**src/rtl/txq_pkg.sv**
```systemverilog
package txq_pkg;
  // Control register layout: bit0 xon, bit1 halt, bit2 mac_en, bit3 purge
  typedef struct packed {
    logic purge;
    logic mac_en;
    logic halt;
    logic xon;
  } txq_cfg_t;

  localparam int CFG_W = 4;
endpackage

```
**src/rtl/txq_store.sv**
```systemverilog
module txq_store #(
  parameter int DEPTH = 16,
  parameter int EW    = 9,
  localparam int AW   = $clog2(DEPTH),
  localparam int LW   = AW + 1
) (
  input  logic          clk,
  input  logic          rst_n,
  input  logic          push_req,
  input  logic [EW-1:0] push_word,
  input  logic          pop_req,
  input  logic          flush,
  output logic [EW-1:0] head,
  output logic          empty,
  output logic          full,
  output logic [LW-1:0] level
);
  logic [EW-1:0] mem [DEPTH];
  logic [LW-1:0] wp, rp;
  logic          push_ok, pop_ok;

  function automatic logic [LW-1:0] ring_level(input logic [LW-1:0] w, input logic [LW-1:0] r);
    return w - r;
  endfunction

  function automatic logic [LW-1:0] ring_bump(input logic [LW-1:0] p);
    return p + LW'(1);
  endfunction

  assign level   = ring_level(wp, rp);
  assign empty   = (level == '0);
  assign full    = (level == LW'(DEPTH));
  assign push_ok = push_req && !full && !flush;
  assign pop_ok  = pop_req && !empty && !flush;
  assign head    = mem[rp[AW-1:0]];

  always_ff @(posedge clk) begin
    if (push_ok) mem[wp[AW-1:0]] <= push_word;
  end

  always_ff @(posedge clk or negedge rst_n) begin
    if (!rst_n) begin
      wp <= '0;
      rp <= '0;
    end else if (flush) begin
      wp <= '0;
      rp <= '0;
    end else begin
      if (push_ok) wp <= ring_bump(wp);
      if (pop_ok)  rp <= ring_bump(rp);
    end
  end
endmodule

```
**src/rtl/txq_frame_trk.sv**
```systemverilog
module txq_frame_trk #(
  parameter int MAX_PEND = 8,
  localparam int PW      = $clog2(MAX_PEND + 1)
) (
  input  logic          clk,
  input  logic          rst_n,
  input  logic          pop_fire,
  input  logic          pop_eof,
  input  logic          stat_valid,
  input  logic          flush,
  input  logic          halt_q,
  output logic          in_frame,
  output logic [PW-1:0] pending,
  output logic          halt_done
);
  logic          in_frame_nx;
  logic [PW-1:0] pend_nx;

  function automatic logic [PW-1:0] pend_step(input logic [PW-1:0] cur,
                                               input logic inc, input logic dec);
    if (inc && !dec && cur != PW'(MAX_PEND)) return cur + PW'(1);
    if (dec && !inc && cur != '0)            return cur - PW'(1);
    return cur;
  endfunction

  always_comb begin
    if (flush)         in_frame_nx = 1'b0;
    else if (pop_fire) in_frame_nx = !pop_eof;
    else               in_frame_nx = in_frame;
  end

  assign pend_nx   = pend_step(pending, pop_fire && pop_eof, stat_valid);
  assign halt_done = halt_q && !in_frame_nx && (pend_nx == '0);

  always_ff @(posedge clk or negedge rst_n) begin
    if (!rst_n) begin
      in_frame <= 1'b0;
      pending  <= '0;
    end else begin
      in_frame <= in_frame_nx;
      pending  <= pend_nx;
    end
  end
endmodule

```
**src/rtl/txq_cfg.sv**
```systemverilog
module txq_cfg
  import txq_pkg::*;
(
  input  logic             clk,
  input  logic             rst_n,
  input  logic             cfg_wr,
  input  logic [CFG_W-1:0] cfg_wdata,
  input  logic             halt_done,
  output txq_cfg_t         cfg_q,
  output logic             purge_fire,
  output logic             done_irq
);
  txq_cfg_t wd;
  assign wd         = txq_cfg_t'(cfg_wdata);
  assign purge_fire = cfg_q.purge && !cfg_q.xon;

  always_ff @(posedge clk or negedge rst_n) begin
    if (!rst_n) begin
      cfg_q    <= '0;
      done_irq <= 1'b0;
    end else begin
      done_irq    <= halt_done;
      cfg_q.purge <= cfg_wr && wd.purge;
      if (cfg_wr) begin
        cfg_q.xon    <= wd.xon;
        cfg_q.mac_en <= wd.mac_en;
      end
      if (cfg_wr && wd.halt) cfg_q.halt <= 1'b1;
      if (halt_done) begin
        cfg_q.halt <= 1'b0;
        cfg_q.xon  <= 1'b0;
      end
    end
  end
endmodule

```
**src/rtl/txq_halt_ctrl.sv**
```systemverilog
module txq_halt_ctrl
  import txq_pkg::*;
#(
  parameter int DEPTH    = 16,
  parameter int DW       = 8,
  parameter int MAX_PEND = 8,
  localparam int AW      = $clog2(DEPTH),
  localparam int LW      = AW + 1,
  localparam int EW      = DW + 1
) (
  input  logic             clk,
  input  logic             rst_n,
  input  logic             cfg_wr,
  input  logic [CFG_W-1:0] cfg_wdata,
  output logic [CFG_W-1:0] cfg_rdata,
  input  logic             wr_en,
  input  logic [DW-1:0]    wr_data,
  input  logic             wr_eof,
  output logic             wr_full,
  output logic             rd_valid,
  output logic [DW-1:0]    rd_data,
  output logic             rd_eof,
  input  logic             rd_ready,
  input  logic             tx_stat_valid,
  output logic             halt_done_irq
);
  txq_cfg_t      cfg_q;
  logic          purge_fire, halt_done, in_frame, pop_fire;
  logic          fifo_empty, may_start;
  logic [EW-1:0] head;
  logic [LW-1:0] fifo_level;

  txq_cfg u_cfg (
    .clk, .rst_n, .cfg_wr, .cfg_wdata,
    .halt_done (halt_done),
    .cfg_q     (cfg_q),
    .purge_fire(purge_fire),
    .done_irq  (halt_done_irq)
  );

  txq_store #(.DEPTH(DEPTH), .EW(EW)) u_store (
    .clk, .rst_n,
    .push_req (wr_en),
    .push_word({wr_eof, wr_data}),
    .pop_req  (pop_fire),
    .flush    (purge_fire),
    .head     (head),
    .empty    (fifo_empty),
    .full     (wr_full),
    .level    (fifo_level)
  );

  txq_frame_trk #(.MAX_PEND(MAX_PEND)) u_trk (
    .clk, .rst_n,
    .pop_fire  (pop_fire),
    .pop_eof   (head[DW]),
    .stat_valid(tx_stat_valid),
    .flush     (purge_fire),
    .halt_q    (cfg_q.halt),
    .in_frame  (in_frame),
    .pending   (),
    .halt_done (halt_done)
  );

  assign may_start = cfg_q.xon && cfg_q.mac_en && !cfg_q.halt;
  assign rd_valid  = !fifo_empty && (in_frame || may_start);
  assign pop_fire  = rd_valid && rd_ready && !purge_fire;
  assign rd_data   = head[DW-1:0];
  assign rd_eof    = head[DW];
  assign cfg_rdata = cfg_q;
endmodule

```
**config.mk**
```make
export PLATFORM = sky130hd
export DESIGN_NAME = txq_halt_ctrl
export DESIGN_NICKNAME = d
export VERILOG_FILES = /design/src/rtl/txq_pkg.sv /design/src/rtl/txq_store.sv /design/src/rtl/txq_frame_trk.sv /design/src/rtl/txq_cfg.sv /design/src/rtl/txq_halt_ctrl.sv
export SDC_FILE = /design/constraint.sdc
export NUM_CORES = 1
export LEC_CHECK = 0
export BUFFER_PORTS_ARGS = -buffer_cell sky130_fd_sc_hd__buf_4
export CAP_MARGIN = 20
export CORE_ASPECT_RATIO = 0.8
export CORE_MARGIN = 5
export CORE_UTILIZATION = 30
export CTS_BUF_LIST = sky130_fd_sc_hd__clkbuf_4 sky130_fd_sc_hd__clkbuf_8 sky130_fd_sc_hd__clkbuf_16
export CTS_CLUSTER_SIZE = 16
export DETAILED_ROUTE_END_ITERATION = 6
export SETUP_SLACK_MARGIN = 0.15
export SLEW_MARGIN = 5
export SYNTH_ARGS = -nofsm -noshare
export SYNTH_HDL_FRONTEND = slang
export SYNTH_SLANG_ARGS = --single-unit
```
**constraint.sdc**
```tcl
create_clock -name clk -period 3.9 [get_ports clk]
set_input_delay 0.78 -clock clk [delete_from_list [all_inputs] [get_ports clk]]
set_output_delay 0.78 -clock clk [all_outputs]
set_load 0.1 [all_outputs]
```
Yosys cells after proc, flatten, opt, wreduce, memory -nomap -nowiden. Memories as Yosys holds them, arrays and structs flattened. Cells that the tools add are included.

Add/subtract/negate cells: 5. Equality and inequality tests: 2. Muxes and demuxes: 18. Reduce and logical (&&, ||, !) cells: 36.

Operators with widths (number): $mux W5 (4); $logic_and A1 B1 Y1 (19); $mux W4 (4); $add A5 B1 Y5 const B (2); $logic_not A1 Y1 (9); $mux W1 (9); $reduce_bool A2 Y1 (4); $eq A5 B5 Y1 const B (1); $logic_not A5 Y1 (1); $sub A5 B5 Y5 (1); $add A4 B1 Y4 const B (1); $logic_not A4 Y1 (1); $ne A4 B4 Y1 const B (1); $reduce_bool A4 Y1 (1); $sub A4 B1 Y4 const B (1); $mux W2 (1); $logic_or A1 B1 Y1 (1).

Register bits after elaboration: 20. Memory bits (writable): 144. Bits of input ports: 19. Word-level logic and storage cells: 71. Memories: 1.

Memories: u_store.mem (depth 16, width 9, read ports 1, clocked after memory_dff 0, write ports 1, RTL line txq_store.sv:18) `logic [EW-1:0] mem [DEPTH];`.

Longest topological paths before layout. Gate-level depths: netlist (run 1).

Depth after elaboration: 17. Mapped depth: 13. Mapped depth without buffers: 10.

Modules after synthesis. From an unflattened synthesis (run 1), not the netlist that was laid out.

Cells, all modules: 440. Area, all modules: 7111.8 um^2.

By module, submodules not included: txq_store (times used 1, cells an instance 373, area each 6401.1 um^2, sequential area each 4574.4 um^2); txq_frame_trk (times used 1, cells an instance 50, area each 486.7 um^2, sequential area each 125.1 um^2); txq_cfg (times used 1, cells an instance 12, area each 176.4 um^2, sequential area each 125.1 um^2); txq_halt_ctrl (times used 1, cells an instance 5, area each 47.5 um^2, sequential area each 0.0 um^2).

Least setup slack after synthesis (run 1). No wires, ideal clock.

Kind: register to register. Start point: register u_store.rp[1]. End point: memory u_store.mem[0][0] (enable). Library setup time: 0.387 ns. Arrival: 3.374 ns. Required time: 3.513 ns. Setup slack: 0.139 ns. Cell stages (with the launch flop): 12. Buffers on the path: 2. Cells stage by stage: dfrtp_1 > buf_4 > clkbuf_1 > inv_1 > ha_1 > nor2b_1 > o211a_1 > o21ai_0 > nand2_1 > a21boi_1 > nand3_1 > nor3_1.

Word-level cells in the longest chain between the ends: 7.

Ends and longest elaborated chain: from (decl) (RTL line txq_store.sv:19) `logic [LW-1:0] wp, rp;`; from (signal assigned) (RTL line txq_store.sv:50) `if (pop_ok) rp <= ring_bump(rp);`; $sub A5 B5 Y5 (RTL line txq_store.sv:23) `return w - r;`; $eq A5 B5 Y1 (RTL line txq_store.sv:32) `assign full = (level == LW'(DEPTH));`; $logic_not A1 Y1 (RTL line txq_store.sv:33) `assign push_ok = push_req && !full && !flush;`; $logic_and A1 B1 Y1 (2 in series) (RTL line txq_store.sv:33); $mux W1 (RTL line txq_store.sv:38) `if (push_ok) mem[wp[AW-1:0]] <= push_word;`; $mux W1 (not written as such) (RTL line txq_store.sv:38); to (decl) (RTL line txq_store.sv:18).

Every way passes these cells.

Final worst setup path (run 1).
Start point: register u_store.rp[2]. End point: output rd_valid.

Word-level cells in the longest chain between the ends: 4.

Ends and longest elaborated chain: $sub A5 B5 Y5 (RTL line txq_store.sv:23); $logic_not A5 Y1 (RTL line txq_store.sv:31) `assign empty = (level == '0);`; $logic_not A1 Y1 (RTL line txq_halt_ctrl.sv:66) `assign rd_valid = !fifo_empty && (in_frame || may_start);`; $logic_and A1 B1 Y1 (RTL line txq_halt_ctrl.sv:66); to (decl) (RTL line txq_halt_ctrl.sv:20) `output logic rd_valid,`.

Every way passes these cells.

==> flow_summary_export.csv, run 1 <==
group,metric,value,unit
outcome,outcome,"finished clean",
placement,dp.cells,742,
routing,firstDrtPassIters,4,
die,die_w,180,um
critical_path,reg2reg_slack,0.56,ns
sta,fin_crit,3.55,ns
placement,dp_hpwl,10.1,mm
die,start_util,30.6,%
critical_path,critPathMaxFanout,10,
clock_tree,cts_htree_levels,4,
synth,async_flop_share,12.2,%
final_layout,nets,485,
routing,via_per_inst,4.78,
synth,avgSynthCellArea,17.8,um^2
sta,clock.fmax,282,MHz
global_routing,overflow,0,
placement,io_buffers,34,
power,combPwrFrac,36.6,%
routing,drc,0,
sta,fin_setup_tns,0,ns
synth,syn-cell-area,6900,um^2
critical_path,start_kind,"register",
die,floorplan.die_area,26200,um^2
critical_path,cp.required,3.12,ns
routing,wl,14.9,mm
synth,synth_area_leaders,"edfxtp_1 63%, mux4_2 13%, dfrtp_1 7.2%",
clock_tree,clkLatencyLatePin,0.43,ns
power,internal_power,0.00391,W
run,drv_cap,0,
die,core-area,22600,um^2
sta,hold_violations,0,
critical_path,end_kind,"primary output",
die,die_y,146,um
global_routing,grt_pass1_wl,23.1,mm
power,seqPwrFrac,35.7,%
placement,pre_cts_ws,0.544,ns
routing,detail_route.wl_per_cell,19.3,um
clock_tree,cts_buffers,17,
sta,rsz0062_at_grt,"false",
power,swShare,37.8,%
synth,syn-num-nets,417,
clock_tree,cts.path.max_buffers,2,
final_layout,diodes,0,
critical_path,worstPathArrival,2.77,ns
critical_path,r2r-start,"u_store.rp[2]",
critical_path,criticalPathCategory,"register to primary output",
critical_path,worstSetupStartpoint,"u_store.rp[2]",
global_routing,grt_max_degree,41,
power,p_sw,0.00237,W
power,leakagePower,2.89,nW
critical_path,r2r_end,"u_cfg.done_irq",
clock_tree,cts-root-buf,"clkbuf_16",
sta,relSlewSlack,33.2,%
sta,worst_slew_pin_slew,0.997,ns
clock_tree,clock-sinks,164,
global_routing,first_global_vias,3741,
routing,drtIter0Drc,303,
synth,ys_seq_area_share,69.9,%
routing,vias,3697,
synth,synth_flop_cell,"edfxtp_1",
final_layout,nFillCells,2131,
synth,synthDistinctLibCells,46,
synth,synth_cells,387,
die,io_pins,35,
final_layout,final_cells,774,
synth,yosys_warnings,0,
synth,synth_edf_count,144,
critical_path,reg2reg_depth,10,
power,ir_drop,0.350,mV
sta,fin_ws,0.353,ns
critical_path,crit_end,"rd_valid",
synth,synthDominantCellAreaShare,62.6,%
hold_path,hold_class,"input pin to asynchronous set/reset pin",
clock_tree,clkTransAtPathRegs,0.07,ns
die,rows,49,
power,cellPowerDensity,752,nW/um^2
synth,synth.largest_area_cell,"edfxtp_1",
sta,fin_skew,0.00967,ns
sta,post-route-period-util,91.0,%
global_routing,grt_usage,11.8,%
final_layout,drive_above_1_share,33.5,%
clock_tree,cts_tree,"yes",
power,p_clk_share,27.7,%
sta,drv_slew,0,
global_routing,antenna_found_initial,0,
routing,drtAntennaViolNets,0,
placement,gp_congestion,0.798,
synth,yosys_register_bits,164,
final_layout,syn_to_final_growth,21.0,%
sta,setup_viol,0,
==> kinds of logic after synthesis <==
kind of cell,after synthesis,synth area share (%)
AO/OA/AOI/OAI,36,3.72
XOR/XNOR,10,1.27
adder cells (fa/ha/maj),11,1.99
buffers and inverters,28,1.78
flip-flops,164,69.9
multiplexers,54,15.3
AND/OR/NAND/NOR,84,6.02
==> worst max-delay path, stage by stage, from the launching register on <==
cell	delay [ns]
dfrtp_2	0.50
inv_2	0.07
ha_1	0.35
and3b_1	0.21
or3_1	0.39
a211oi_4	0.34
nand3_1	0.10
and2_1	0.16
buf_4	0.23
==> through the flow <==
stage                     total power (W)  utilization (%)  instance area, um^2  hold slack [ns]
final                             0.00628             37.0                 8360            0.229
after global routing              0.00658             37.0                 8360            0.234
after CTS                         0.00634             37.0                 8350            0.216
after detailed placement          0.00459             34.2                 7720            0.526
after global placement            0.00454             34.2                 7720            0.522
after floorplan                   0.00401                -                 6920            0.484
==> cell type report <==
cell class | instances | area, um^2 | area share [%]
Clock buffer | 17 | 425 | 5.09
Clock inverter | 15 | 199 | 2.38
Inverter | 11 | 41.3 | 0.494
Multi-Input combinational cell | 195 | 1980 | 23.7
Sequential cell | 164 | 4830 | 57.8
Tap cell | 306 | 383 | 4.58
Timing Repair Buffer | 66 | 495 | 5.93
==> state kept, by name, indices dropped and copies added, names as in the netlist <==
name and cells:
u_cfg.cfg_q 4, u_cfg.done_irq 1, u_store.mem 144, u_store.rp 5, u_store.wp 5, u_trk.in_frame 1, u_trk.pending 4
==> cells in the mapped netlist, drive strengths merged, types with 5 or more instances <==
| cell | number |
|---|---|
| edfxtp | 144 |
| mux4 | 41 |
| nor2 | 27 |
| dfrtp | 20 |
| nand2 | 18 |
| ha | 11 |
| inv | 11 |
| o21ai | 11 |
| buf | 10 |
| mux2i | 8 |
| clkbuf | 7 |
| nor3 | 7 |
| a21oi | 6 |
| nand3 | 6 |
| xnor2 | 6 |
| mux2 | 5 |
| nand4 | 5 |
| nor2b | 5 |
==> cells in the final DEF, fill, tap and decap left out, types with 3 or more instances in the layout <==
| master | n |
|---|---|
| o21ai_0 | 10 |
| inv_6 | 5 |
| nor2_1 | 27 |
| nor2b_1 | 5 |
| a31oi_1 | 4 |
| nand3_1 | 6 |
| mux2_2 | 4 |
| inv_1 | 10 |
| buf_4 | 66 |
| nand2b_1 | 4 |
| dfrtp_1 | 18 |
| ha_1 | 11 |
| xnor2_1 | 6 |
| mux4_2 | 41 |
| a21oi_1 | 6 |
| nand2_1 | 18 |
| xor2_1 | 4 |
| mux2i_1 | 8 |
| clkbuf_16 | 17 |
| nor3_1 | 3 |
| inv_8 | 4 |
| nor3_2 | 4 |
| and2_1 | 3 |
| nand4_1 | 5 |
| a21o_1 | 3 |
| edfxtp_1 | 144 |
==> how the worst min path moves through the flow <==
stage                                  end  slack [ns]  cells after the start
after floorplan             u_cfg.cfg_q[0]        0.48                      0
after global placement      u_cfg.cfg_q[2]        0.52                      1
after detailed placement    u_cfg.cfg_q[2]        0.53                      1
after CTS                 u_trk.pending[1]        0.22                      1
after global routing      u_trk.pending[1]        0.23                      1
final                     u_trk.pending[1]        0.23                      1
==> metal layers <==
metal,GRT usage (%),routed length (um),up-vias
met2,18.6,7410,85
met5,0,0,-
li1,-,-,1670
met4,3.81,192,0
met1,16.2,6750,1927
met3,2.77,591,15
==> what timing repair did <==
action | 4_1_cts | 5_1_grt
gates resized for setup | 0 | 2
hold buffers | 0 | 0
endpoints found under the setup margin | 0 | 2
setup buffers | 0 | 0
==> power by group through the flow <==
stage               logic (W)  registers [W]  clock network [W]
finish                0.00230        0.00224            0.00174
global route          0.00246        0.00226            0.00185
CTS                   0.00231        0.00224            0.00178
detailed placement    0.00231        0.00228                  0
global placement      0.00228        0.00227                  0
floorplan             0.00172        0.00229                  0
Power figures use the tool's default switching activity.
==> run 2: changes to the inputs <==
--- a/config.mk
+++ b/config.mk
@@ -5,6 +5,7 @@
 export SDC_FILE = /design/constraint.sdc
 export NUM_CORES = 1
 export LEC_CHECK = 0
+export ABC_AREA = 1
 export BUFFER_PORTS_ARGS = -buffer_cell sky130_fd_sc_hd__buf_4
 export CAP_MARGIN = 20
 export CORE_ASPECT_RATIO = 0.8
@@ -13,6 +14,7 @@
 export CTS_BUF_LIST = sky130_fd_sc_hd__clkbuf_4 sky130_fd_sc_hd__clkbuf_8 sky130_fd_sc_hd__clkbuf_16
 export CTS_CLUSTER_SIZE = 16
 export DETAILED_ROUTE_END_ITERATION = 6
+export MAX_ROUTING_LAYER = met4
 export SETUP_SLACK_MARGIN = 0.15
 export SLEW_MARGIN = 5
 export SYNTH_ARGS = -nofsm -noshare
==> run 2 against run 1 <==
Combinational power grew 13%. Final cell count increased by 25%. Critical path type unchanged. Utilization down 1.5 points. Clock power decreased by 9%. Highest routed layer unchanged.
==> flow_summary_export.csv, run 2 <==
group,metric,value,unit
synth,synthDominantCellAreaShare,61.9,%
power,cellPowerDensity,773,nW/um^2
clock_tree,cts.path.max_buffers,2,
clock_tree,clkLatencyLatePin,0.43,ns
global_routing,first_global_vias,4462,
synth,synth.largest_area_cell,"edfxtp_1",
die,floorplan.die_area,26500,um^2
critical_path,critPathMaxFanout,73,
critical_path,cp.required,3.12,ns
routing,detail_route.wl_per_cell,17.7,um
sta,worst_slew_pin_slew,0.801,ns
clock_tree,cts_tree,"yes",
routing,vias,4699,
placement,io_buffers,34,
sta,fin_setup_tns,0,ns
sta,fin_crit,3.40,ns
final_layout,diodes,0,
synth,yosys_register_bits,164,
die,core-area,23100,um^2
global_routing,antenna_found_initial,0,
final_layout,largest_reg_flops,144,
critical_path,worstPathArrival,2.62,ns
routing,routed-wl-met2,7.35,mm
synth,synth_area_leaders,"edfxtp_1 62%, dfrtp_1 7.2%, o21ai_0 5.4%",
global_routing,grt_pass1_wl,26.8,mm
clock_tree,clock-sinks,164,
final_layout,nets,671,
synth,ys_seq_area_share,69.1,%
critical_path,criticalPathCategory,"register to primary output",
synth,synthDistinctLibCells,37,
routing,wl_met3,1.19,mm
synth,syn-cell-area,6990,um^2
power,ir_drop,0.870,mV
sta,fin_skew,0.00821,ns
clock_tree,hold_buffers,0,
placement,dp_hpwl,10.8,mm
die,die_y,146,um
routing,firstDrtPassIters,5,
die,die_w,181,um
hold_path,hold_class,"input pin to asynchronous set/reset pin",
final_layout,mostFrequentLayoutCell,"edfxtp_1",
placement,gp_congestion,0.795,
sta,drv_slew,0,
clock_tree,cts_buffers,17,
routing,wl_met1,8.35,mm
final_layout,drive_above_1_share,16.7,%
sta,rsz0062_at_grt,"false",
run,drv_cap,0,
global_routing,grt_max_degree,74,
synth,synth_commonest_cells,"144 x edfxtp_1, 101 x nor2_1, 76 x o21ai_0, 61 x nand2_1, 33 x nand3_1",
synth,yosys_warnings,0,
die,io_pins,35,
routing,wl,17.1,mm
clock_tree,cts_htree_levels,4,
power,leakagePower,2.99,nW
sta,hold_violations,0,
sta,post-route-period-util,87.3,%
clock_tree,postCtsSetupRepairBufs,0,
critical_path,end_kind,"primary output",
synth,synth_flop_cell,"edfxtp_1",
clock_tree,cts_resized,0,
final_layout,syn_to_final_growth,17.6,%
synth,avgSynthCellArea,11.7,um^2
synth,synth_edf_count,144,
sta,clock.fmax,294,MHz
routing,drc,0,
die,rows,50,
clock_tree,clkTransAtPathRegs,0.06,ns
critical_path,start_kind,"register",
synth,async_flop_share,12.2,%
final_layout,layout_common_cells,"144 x edfxtp_1, 101 x nor2_1, 76 x o21ai_0",
outcome,outcome,"finished clean",
global_routing,overflow,0,
final_layout,fin_util,35.5,%
routing,drtAntennaViolNets,0,
clock_tree,cts-root-buf,"clkbuf_16",
routing,top_layer,"met4",
global_routing,grt_usage,13.6,%
sta,relSlewSlack,46.4,%
synth,yosysMostFrequentCell,"edfxtp_1",
sta,setup_viol,0,
die,start_util,30.2,%
synth,syn-num-nets,625,
routing,via_per_inst,4.86,
synth,synth_cells,595,
routing,drtIter0Drc,636,
[run 2: changes by cell type in the layout (fill, tap and decap cells not counted), sizes merged, moves of 8 or more]
cell	before	now
inv	20	36
o22ai	1	18
o21ai	11	84
nand3	6	36
mux2i	8	0
o221ai	0	14
nand2	18	65
nor2	27	108
mux4	41	0
buf	66	54
[run 2: power by group]
group	switching, W	total [W]	internal, W
clock network	0.000715	0.00159	0.000880
logic	0.00198	0.00260	0.000623
registers	0.0000757	0.00216	0.00208
total	0.00277	0.00636	0.00359
[run 2: worst paths after layout]
check | endpoint | slack (ns) | cells after the start | from
setup reg to reg | u_store.mem[5][7] | 0.71 | 14 | u_store.rp[2]
hold / removal | u_store.wp[2] | 0.23 | 1 | rst_n
min in group clk | u_store.wp[4] | 0.48 | 1 | u_store.wp[4]
max in group asynchronous | u_store.rp[0] | 3.43 | 1 | rst_n
setup / recovery | rd_data[4] | 0.50 | 6 | u_store.rp[0]
hold reg to reg | u_store.wp[4] | 0.48 | 1 | u_store.wp[4]
[run 2: cell type report]
| type | count | area, um^2 |
|---|---|---|
| inverters | 34 | 128 |
| repair buffers | 54 | 405 |
| well taps | 312 | 390 |
| fillers | 2276 | 14900 |
| clock inverters | 15 | 133 |
| multi-input cells | 370 | 1910 |
| clock buffers | 17 | 425 |
| flip-flops and latches | 164 | 4830 |
[run 2: metal layers]
metal / GRT usage [%] / vias to the layer above
met4: 4.38 / 0
met2: 18.4 / 184
met3: 2.99 / 19
li1: - / 2232
met1: 20.2 / 2264
met5: - / -
[run 2: logic make-up (layout without fill, tap and decap cells)]
family | Yosys count | after routing | synth area share [%]
flip-flops | 164 | 164 | 69.1
adder cells (fa/ha/maj) | 11 | 11 | 1.97
AO/OA/AOI/OAI | 131 | 131 | 10.7
AND/OR/NAND/NOR | 222 | 222 | 13.9
buffers and inverters | 61 | 120 | 3.58
XOR/XNOR | 5 | 5 | 0.627
multiplexers | 1 | 1 | 0.161
[run 2: metrics by stage]
stage	area (um^2)	cells	setup slack, ns	power, W	hold WS [ns]
after global routing	8220	966	0.323	0.00670	0.238
after global placement	7660	934	0.828	0.00477	0.472
after CTS	8220	966	0.484	0.00638	0.225
after detailed placement	7660	934	0.703	0.00479	0.478
after floorplan	6990	595	0.228	0.00414	0.454
final	8220	966	0.495	0.00636	0.226
[run 2: worst max-delay path, cell delays in order (launching register included)]
cell and delay [ns]:
dfrtp_2 0.38, buf_4 0.59, o21ai_0 0.22, o221ai_1 0.30
nand3_1 0.23, nand3_1 0.16, buf_4 0.30
